<file path="config.mk">
export PLATFORM = sky130hd
export DESIGN_NAME = pio_cycle_timer
export DESIGN_NICKNAME = d
export VERILOG_FILES = /design/src/rtl/pct_pkg.sv /design/src/rtl/pct_len_decode.sv /design/src/rtl/pct_datapath.sv /design/src/rtl/pct_ctrl.sv /design/src/rtl/pio_cycle_timer.sv
export SDC_FILE = /design/constraint.sdc
export NUM_CORES = 1
export LEC_CHECK = 0
export ABC_AREA = 1
export ABC_CLOCK_PERIOD_IN_PS = 5800
export BUFFER_PORTS_ARGS = -buffer_cell sky130_fd_sc_hd__buf_4
export CAP_MARGIN = 0
export CORE_UTILIZATION = 40
export CTS_CLUSTER_SIZE = 10
export DETAILED_ROUTE_END_ITERATION = 7
export HOLD_SLACK_MARGIN = 0.02
export PLACE_DENSITY = 0.54
export SYNTH_ARGS = -nofsm -noshare
export SYNTH_HDL_FRONTEND = slang
export SYNTH_SLANG_ARGS = --single-unit
</file>
<file path="constraint.sdc">
create_clock -name clk -period 5.8 [get_ports clk]
set_input_delay 0.87 -clock clk [delete_from_list [all_inputs] [get_ports clk]]
set_output_delay 0.87 -clock clk [all_outputs]
set_load 0.005 [all_outputs]
</file>
<file path="src/rtl/pct_pkg.sv">
`timescale 1ns/1ps
package pct_pkg;
  localparam int NIB_W    = 4;
  localparam int BYTE_W   = 2 * NIB_W;
  localparam int WORD_W   = 2 * BYTE_W;
  localparam int CNT_W    = NIB_W + 1;
  localparam int ACT_BIAS = (1 << NIB_W) + 1;
  localparam int REC_BIAS = (1 << NIB_W);

  typedef enum logic [1:0] {
    ST_IDLE = 2'd0,
    ST_ACT  = 2'd1,
    ST_REC  = 2'd2,
    ST_DONE = 2'd3
  } state_e;

  typedef struct packed {
    logic takeReq;
    logic startRecov;
    logic tick;
    logic cycleOn;
  } ctl_t;
endpackage

</file>
<file path="src/rtl/pct_len_decode.sv">
`timescale 1ns/1ps
module pct_len_decode #(
  parameter int NIB_W = 4,
  parameter int CNT_W = 5,
  parameter int BIAS  = 17
) (
  input  logic [NIB_W-1:0] nib,
  output logic [CNT_W-1:0] len
);
  always_comb len = CNT_W'(BIAS) - CNT_W'(nib);
endmodule

</file>
<file path="src/rtl/pct_datapath.sv">
`timescale 1ns/1ps
module pct_datapath
  import pct_pkg::*;
#(
  parameter int NUM_CHAN     = 2,
  parameter int DEV_PER_CHAN = 2,
  localparam int NUM_UNIT    = NUM_CHAN * DEV_PER_CHAN,
  localparam int UNIT_W      = $clog2(NUM_UNIT),
  localparam int DEV_W       = $clog2(DEV_PER_CHAN)
) (
  input  logic                clk,
  input  logic                rstN,
  input  ctl_t                ctl,
  input  logic [UNIT_W-1:0]   reqUnit,
  input  logic                reqWrite,
  input  logic                iordy,
  input  logic                cfgWrEn,
  input  logic [UNIT_W-1:0]   cfgUnit,
  input  logic [WORD_W-1:0]   cfgWord,
  input  logic                modeWrEn,
  input  logic [NUM_UNIT-1:0] modeEn,
  output logic                cntZero,
  output logic                holdIordy,
  output logic [UNIT_W-1:0]   curUnit,
  output logic                curWrite,
  output logic [NUM_CHAN-1:0] wbBusy
);
  logic [WORD_W-1:0]   wordQ [NUM_UNIT];
  logic [NUM_UNIT-1:0] enQ;
  logic [CNT_W-1:0]    cnt;
  logic [CNT_W-1:0]    recHold;
  logic                iordyUse;
  logic                cfgLock;

  logic [WORD_W-1:0]   selWord;
  logic [BYTE_W-1:0]   selByte;
  logic [CNT_W-1:0]    lens [2];

  always_comb begin
    selWord = wordQ[reqUnit];
    selByte = reqWrite ? selWord[WORD_W-1:BYTE_W] : selWord[BYTE_W-1:0];
  end

  // index 0 decodes the active nibble, index 1 the recovery nibble
  for (genvar g = 0; g < 2; g++) begin : g_dec
    pct_len_decode #(
      .NIB_W(NIB_W),
      .CNT_W(CNT_W),
      .BIAS (g == 0 ? ACT_BIAS : REC_BIAS)
    ) u_dec (
      .nib(selByte[g*NIB_W +: NIB_W]),
      .len(lens[g])
    );
  end

  for (genvar c = 0; c < NUM_CHAN; c++) begin : g_busy
    assign wbBusy[c] = ctl.cycleOn && curWrite &&
                       ((curUnit >> DEV_W) == UNIT_W'(c));
  end

  assign cfgLock = |wbBusy;

  always_ff @(posedge clk) begin
    if (!rstN) begin
      for (int u = 0; u < NUM_UNIT; u++) wordQ[u] <= '0;
      enQ <= '0;
    end else if (!cfgLock) begin
      if (cfgWrEn) wordQ[cfgUnit] <= cfgWord;
      if (modeWrEn) enQ <= modeEn;
    end
  end

  always_ff @(posedge clk) begin
    if (!rstN) begin
      cnt      <= '0;
      recHold  <= '0;
      curUnit  <= '0;
      curWrite <= 1'b0;
      iordyUse <= 1'b0;
    end else if (ctl.takeReq) begin
      cnt      <= lens[0] - CNT_W'(1);
      recHold  <= lens[1];
      curUnit  <= reqUnit;
      curWrite <= reqWrite;
      iordyUse <= !enQ[reqUnit];
    end else if (ctl.startRecov) begin
      cnt <= recHold - CNT_W'(1);
    end else if (ctl.tick && cnt != '0) begin
      cnt <= cnt - CNT_W'(1);
    end
  end

  assign cntZero   = (cnt == '0);
  assign holdIordy = iordyUse && !iordy;
endmodule

</file>
<file path="src/rtl/pct_ctrl.sv">
`timescale 1ns/1ps
module pct_ctrl
  import pct_pkg::*;
(
  input  logic clk,
  input  logic rstN,
  input  logic reqValid,
  input  logic cntZero,
  input  logic holdIordy,
  input  logic curWrite,
  output ctl_t ctl,
  output logic reqReady,
  output logic rdStrobe,
  output logic wrStrobe,
  output logic done
);
  state_e state, stateNxt;

  always_comb begin
    stateNxt = state;
    ctl      = '0;
    ctl.cycleOn = (state != ST_IDLE);
    unique case (state)
      ST_IDLE: if (reqValid) begin
        ctl.takeReq = 1'b1;
        stateNxt    = ST_ACT;
      end
      ST_ACT: if (cntZero && !holdIordy) begin
        ctl.startRecov = 1'b1;
        stateNxt       = ST_REC;
      end else begin
        ctl.tick = 1'b1;
      end
      ST_REC: if (cntZero) stateNxt = ST_DONE;
              else ctl.tick = 1'b1;
      ST_DONE: stateNxt = ST_IDLE;
      default: stateNxt = ST_IDLE;
    endcase
  end

  always_ff @(posedge clk) begin
    if (!rstN) state <= ST_IDLE;
    else       state <= stateNxt;
  end

  assign reqReady = (state == ST_IDLE);
  assign rdStrobe = (state == ST_ACT) && !curWrite;
  assign wrStrobe = (state == ST_ACT) && curWrite;
  assign done     = (state == ST_DONE);
endmodule

</file>
<file path="src/rtl/pio_cycle_timer.sv">
`timescale 1ns/1ps
module pio_cycle_timer
  import pct_pkg::*;
#(
  parameter int NUM_CHAN     = 2,
  parameter int DEV_PER_CHAN = 2,
  localparam int NUM_UNIT    = NUM_CHAN * DEV_PER_CHAN,
  localparam int UNIT_W      = $clog2(NUM_UNIT)
) (
  input  logic                clk,
  input  logic                rstN,
  input  logic                reqValid,
  input  logic [UNIT_W-1:0]   reqUnit,
  input  logic                reqWrite,
  output logic                reqReady,
  input  logic                iordy,
  input  logic                cfgWrEn,
  input  logic [UNIT_W-1:0]   cfgUnit,
  input  logic [WORD_W-1:0]   cfgWord,
  input  logic                modeWrEn,
  input  logic [NUM_UNIT-1:0] modeEn,
  output logic                rdStrobe,
  output logic                wrStrobe,
  output logic [UNIT_W-1:0]   cycUnit,
  output logic                done,
  output logic [NUM_CHAN-1:0] wbBusy
);
  ctl_t ctl;
  logic cntZero, holdIordy, curWrite;

  pct_ctrl u_ctrl (
    .clk      (clk),
    .rstN     (rstN),
    .reqValid (reqValid),
    .cntZero  (cntZero),
    .holdIordy(holdIordy),
    .curWrite (curWrite),
    .ctl      (ctl),
    .reqReady (reqReady),
    .rdStrobe (rdStrobe),
    .wrStrobe (wrStrobe),
    .done     (done)
  );

  pct_datapath #(
    .NUM_CHAN    (NUM_CHAN),
    .DEV_PER_CHAN(DEV_PER_CHAN)
  ) u_dp (
    .clk      (clk),
    .rstN     (rstN),
    .ctl      (ctl),
    .reqUnit  (reqUnit),
    .reqWrite (reqWrite),
    .iordy    (iordy),
    .cfgWrEn  (cfgWrEn),
    .cfgUnit  (cfgUnit),
    .cfgWord  (cfgWord),
    .modeWrEn (modeWrEn),
    .modeEn   (modeEn),
    .cntZero  (cntZero),
    .holdIordy(holdIordy),
    .curUnit  (cycUnit),
    .curWrite (curWrite),
    .wbBusy   (wbBusy)
  );
endmodule

</file>
# ---- Word level (Yosys, flattened, before mapping)
# Memory sizes are Yosys's and may differ from the RTL's.
# Cells that the tools add are included.
dict set report word_totals {
  ff_bits 20
  ram_bits 64
  in_bits 31
  out_inout_bits 8
  wordCells 68
  n_memories 1
}
# name depth width read_ports rd_ports_with_merged_regs wr line_no
set memory_table {}
lappend memory_table {u_dp.wordQ 4 16 1 0 4 pct_datapath.sv:28} ;# logic [WORD_W-1:0] wordQ [NUM_UNIT];
dict set report classes {
  add_sub_neg 5
  magnitude_cmp 1
  n_eq_ne 6
  muxes 25
  n_bitwise 1
  n_reduce_logical 22
}
# op count
set ops {}
lappend ops {{$mux 16} 1}
lappend ops {{$reduce_or 16->1} 1}
lappend ops {{$mux 5} 3}
lappend ops {{$sub 5x1->5 const B} 3}
lappend ops {{$mux 1} 13}
lappend ops {{$sub 5x4->5 const A} 2}
lappend ops {{$logic_and 1x1->1} 8}
lappend ops {{$mux 2} 4}
lappend ops {{$mux 8} 1}
lappend ops {{$pmux 2 s4} 1}
lappend ops {{$logic_not 5->1} 1}
lappend ops {{$reduce_bool 5->1} 1}
lappend ops {{$eq 2x2->1 const B} 2}
lappend ops {{$logic_not 1->1} 4}
lappend ops {{$logic_not 2->1} 2}
lappend ops {{$ne 2x1->1 const B} 2}
lappend ops {{$lt 2x3->1 const B} 1}
lappend ops {{$reduce_and 3->1} 1}
lappend ops {{$reduce_bool 3->1} 1}
lappend ops {{$bmux 1 s2} 1}
lappend ops {{$eq 2x1->1 const B} 1}
lappend ops {{$ne 2x2->1 const B} 1}
lappend ops {{$pmux 1 s2} 1}
lappend ops {{$reduce_and 2->1} 1}
lappend ops {{3 further kinds} 3}

# ---- Depth between registers and ports, before layout
dict set report logic_depth {
  word_depth 10
  mapped_depth 14
  depth_no_buf 12
}

# ---- By module
# From an unflattened synthesis, not the netlist that was laid out.
dict set report hier_totals {
  hier_cells 487
  area_unflattened_um2 4226.6
}
# module instances cells_per_inst area_per_inst_um2 seq_area_each_um2
set by_module_without_submodules {}
lappend by_module_without_submodules {pct_datapath 1 424 3819.9 2282.2}
lappend by_module_without_submodules {pct_ctrl 1 38 279.0 40.0}
lappend by_module_without_submodules {{pct_len_decode (u_dp.g_dec[1].u_dec)} 1 13 70.1 0.0}
lappend by_module_without_submodules {{pct_len_decode (u_dp.g_dec[0].u_dec)} 1 12 57.6 0.0}

# ---- Worst setup path before layout
# OpenSTA, ideal clock, no wires.
dict set report synth_timing {
  path_kind {input port to flip-flop}
  startpoint {input port cfgUnit[1]}
  endpoint {memory u_dp.wordQ[2][0] in the netlist's numbering, enable pin}
  setup_time_ns 0.411
  arrival_ns 2.369
  required_time_ns 5.389
  setup_slack_ns 3.019
  stages 4
  n_path_buf 0
  path_cell_list {inv_1 -> nor2_1 -> clkinv_1 -> o21ai_0}
}
# element line_no
set synth_rtl {}
lappend synth_rtl {{start, declared} pio_cycle_timer.sv:18} ;# input logic [UNIT_W-1:0] cfgUnit,
lappend synth_rtl {{end, declared} pct_datapath.sv:28}

==> results.md <==
* HP Class: register to register
* Final Critical Period at 3180 ps
* # rows at 37
* Initial antenna violation count at 0
* Pwr/cell area at 350 nW/um2
* Gr ovfl total at 0
* Clk buf depth at 2
* Clk sink count at 84
* Initial core utilization at 41.8%
* Most frequent cells in the layout: nor2_1, inv_1, nand2_1, edfxtp_1, buf_4
* Type of the worst setup path: register to register
* DRC errors left at 0
* Skew final at 4.77 ps
* Yosys reg bits at 84
* Pins Over Slew Limit at 0
* Via density at 4.93
* CP Launch Type: register
* Global placer's final weighted congestion at 0.791
* CTS tree: built
* Unique masters post-synth at 35
* Setup TNS at 0 ps
* RSZ-0062 raised after global routing: false
* Max_cap viols at 0
* Final Hold Vio Count at 0
* Die area at 11,400 um2
* Postcts setup bufs at 0
* Worst-path fanout max at 33
* Vias in the first global route at 3,153
* Tcrit/Tclk final at 54.8%
* Relative slew slack at 29.6%
* DRT Pass-1 Iters at 5
* Post-DP HPWL at 6510 um
* Total Wirelength at 9850 um
* Resized Gates After CTS at 0
* Gr busiest metal: met2
* Worst EP arrival at 3130 ps
* Sequential cell area fraction in the yosys report at 53.1%
* Num CTS Buffers at 9
* Root Buffer: clkbuf_8
* First-pass GRT wire length at 16,300 um
* Synth-to-layout area growth at 11.4%
* Warnings, synthesis at 0
* Reg clk slew, reported paths at 90 ps
* Port Buffers at 38
* Mapped Area at 4370 um2
* Status: complete, no violations
* Wire per inst at 14.7 um
* Global router's overall resource usage at 19.1%
* Leak at 2.16 nW
* Maximum vdd ir drop at 0.249 mV
* Fill count at 1,047
* ANT cells at 0
* Mapped Cells at 498
* Num ports at 39
* Largest net degree at the start of global routing at 37
* Final setup violation count at 0
* Met3 usage at 3.62%
* Die Y at 107 um
* Die width at 107 um
* GR Layer Usage met1 at 25.9%
* Commonest non-fill, non-tap cell in the layout: nor2_1
* Syn Area/Cell at 8.78 um2
* Clock Latency Late Sink at 360 ps
* Placeable Area at 10,500 um2
* H-tree Lvls at 3
* Fin util at 46.5%
* Worst EP required at 5750 ps
* Met2 Use GR at 30.5%
* CP endpoint kind: register
* Slew @ Worst Pin at 1050 ps
* Highest Clock Rate at 314 MHz
* Synth Net Count at 536
* Antenna viol nets, final at 0
* Vias at 3,296
* Hold buffer count at cts at 0
* Initial drt markers at 223
* Nets at 566
* Share of layout cells above drive strength 1 at 18.2%
## critical path, cell delays in order, from the launching register on
cell and delay (ps):
dfxtp_1 370, inv_1 90, ha_1 240, inv_1 100, nand2_2 70, nand2_1 130
nor2_1 50, inv_1 760, nor2_2 100, nand2_2 330, nand2_1 520
## synth_stat cells, drive strengths merged
cell type / instances / share of area (%)
o21ai: 40 / 4.8
a21oi: 13 / 1.6
dfxtp: 20 / 9.2
xnor2: 1 / 0.20
nand2: 87 / 8.4
inv: 81 / 7.2
nor3: 17 / 1.9
o211ai: 5 / 0.86
nand4: 6 / 0.86
clkinv: 1 / 0.086
buf: 15 / 3.2
o31ai: 1 / 0.17
xor2: 1 / 0.20
o22ai: 3 / 0.43
nand3: 36 / 5.6
clkbuf: 6 / 0.52
edfxtp: 64 / 44
nor2: 92 / 8.4
a211oi: 2 / 0.34
ha: 7 / 2.0
## path summary, 6_finish.rpt
| check | startpoint | end | slack [ps] | depth (start not counted) |
|---|---|---|---|---|
| hold reg to reg | u_dp.enQ[2] | u_dp.enQ[2] | 460 | 2 |
| hold / removal | u_dp.enQ[2] | u_dp.enQ[2] | 460 | 2 |
| setup / recovery | u_ctrl.state[0] | u_dp.wordQ[1][6] | 2620 | 10 |
| setup reg to reg | u_ctrl.state[0] | u_dp.wordQ[1][6] | 2620 | 10 |
## where the power goes
group          leakage [nW]  switching (mW)  internal (mW)
sequential            0.833          0.0319          0.723
combinational          1.23           0.351          0.196
clock                 0.101           0.221          0.180
## layout make-up
cell class | count | area [um2] | area share, %
Clock buffer | 10 | 149 | 3.06
Inverter | 82 | 318 | 6.53
Timing Repair Buffer | 40 | 300 | 6.17
Sequential cell | 84 | 2320 | 47.7
Multi-Input combinational cell | 311 | 1570 | 32.3
Clock inverter | 6 | 37.5 | 0.771
Tap cell | 136 | 170 | 3.49
## sequential cells by signal, summed over array words and instances, names as in the netlist
name           cells
u_dp.wordQ        64
u_dp.cnt           5
u_dp.recHold       5
u_dp.enQ           4
u_ctrl.state       2
u_dp.curUnit       2
u_dp.curWrite      1
u_dp.iordyUse      1
## stage by stage
| stage | power [mW] | cells | hold WS [ps] | instance area [um2] | setup slack, ps |
|---|---|---|---|---|---|
| after floorplan | 1.18 | 498 | 425 | 4370 | 3020 |
| after global placement | 1.31 | 653 | 445 | 4680 | 2350 |
| after detailed placement | 1.32 | 653 | 451 | 4680 | 2280 |
| after CTS | 1.71 | 669 | 463 | 4870 | 2540 |
| after global routing | 1.83 | 669 | 482 | 4870 | 2250 |
| final | 1.70 | 669 | 463 | 4870 | 2620 |
## kinds of logic (layout without fill, tap and decap cells)
kind of cell	Yosys count	count (layout)	synth area share (%)
adder cells (fa/ha/maj)	7	7	2.00
AND/OR/NAND/NOR	238	238	25.2
buffers and inverters	103	138	11.0
AO/OA/AOI/OAI	64	64	8.21
XOR/XNOR	2	2	0.401
flip-flops	84	84	53.1
## layer usage
metal | wire length [um] | up-vias
met1 | 4680 | 1529
met3 | 457 | 10
met2 | 4580 | 78
li1 | - | 1679
met5 | 0 | -
met4 | 133 | 0
Power figures use the tool's default switching activity.
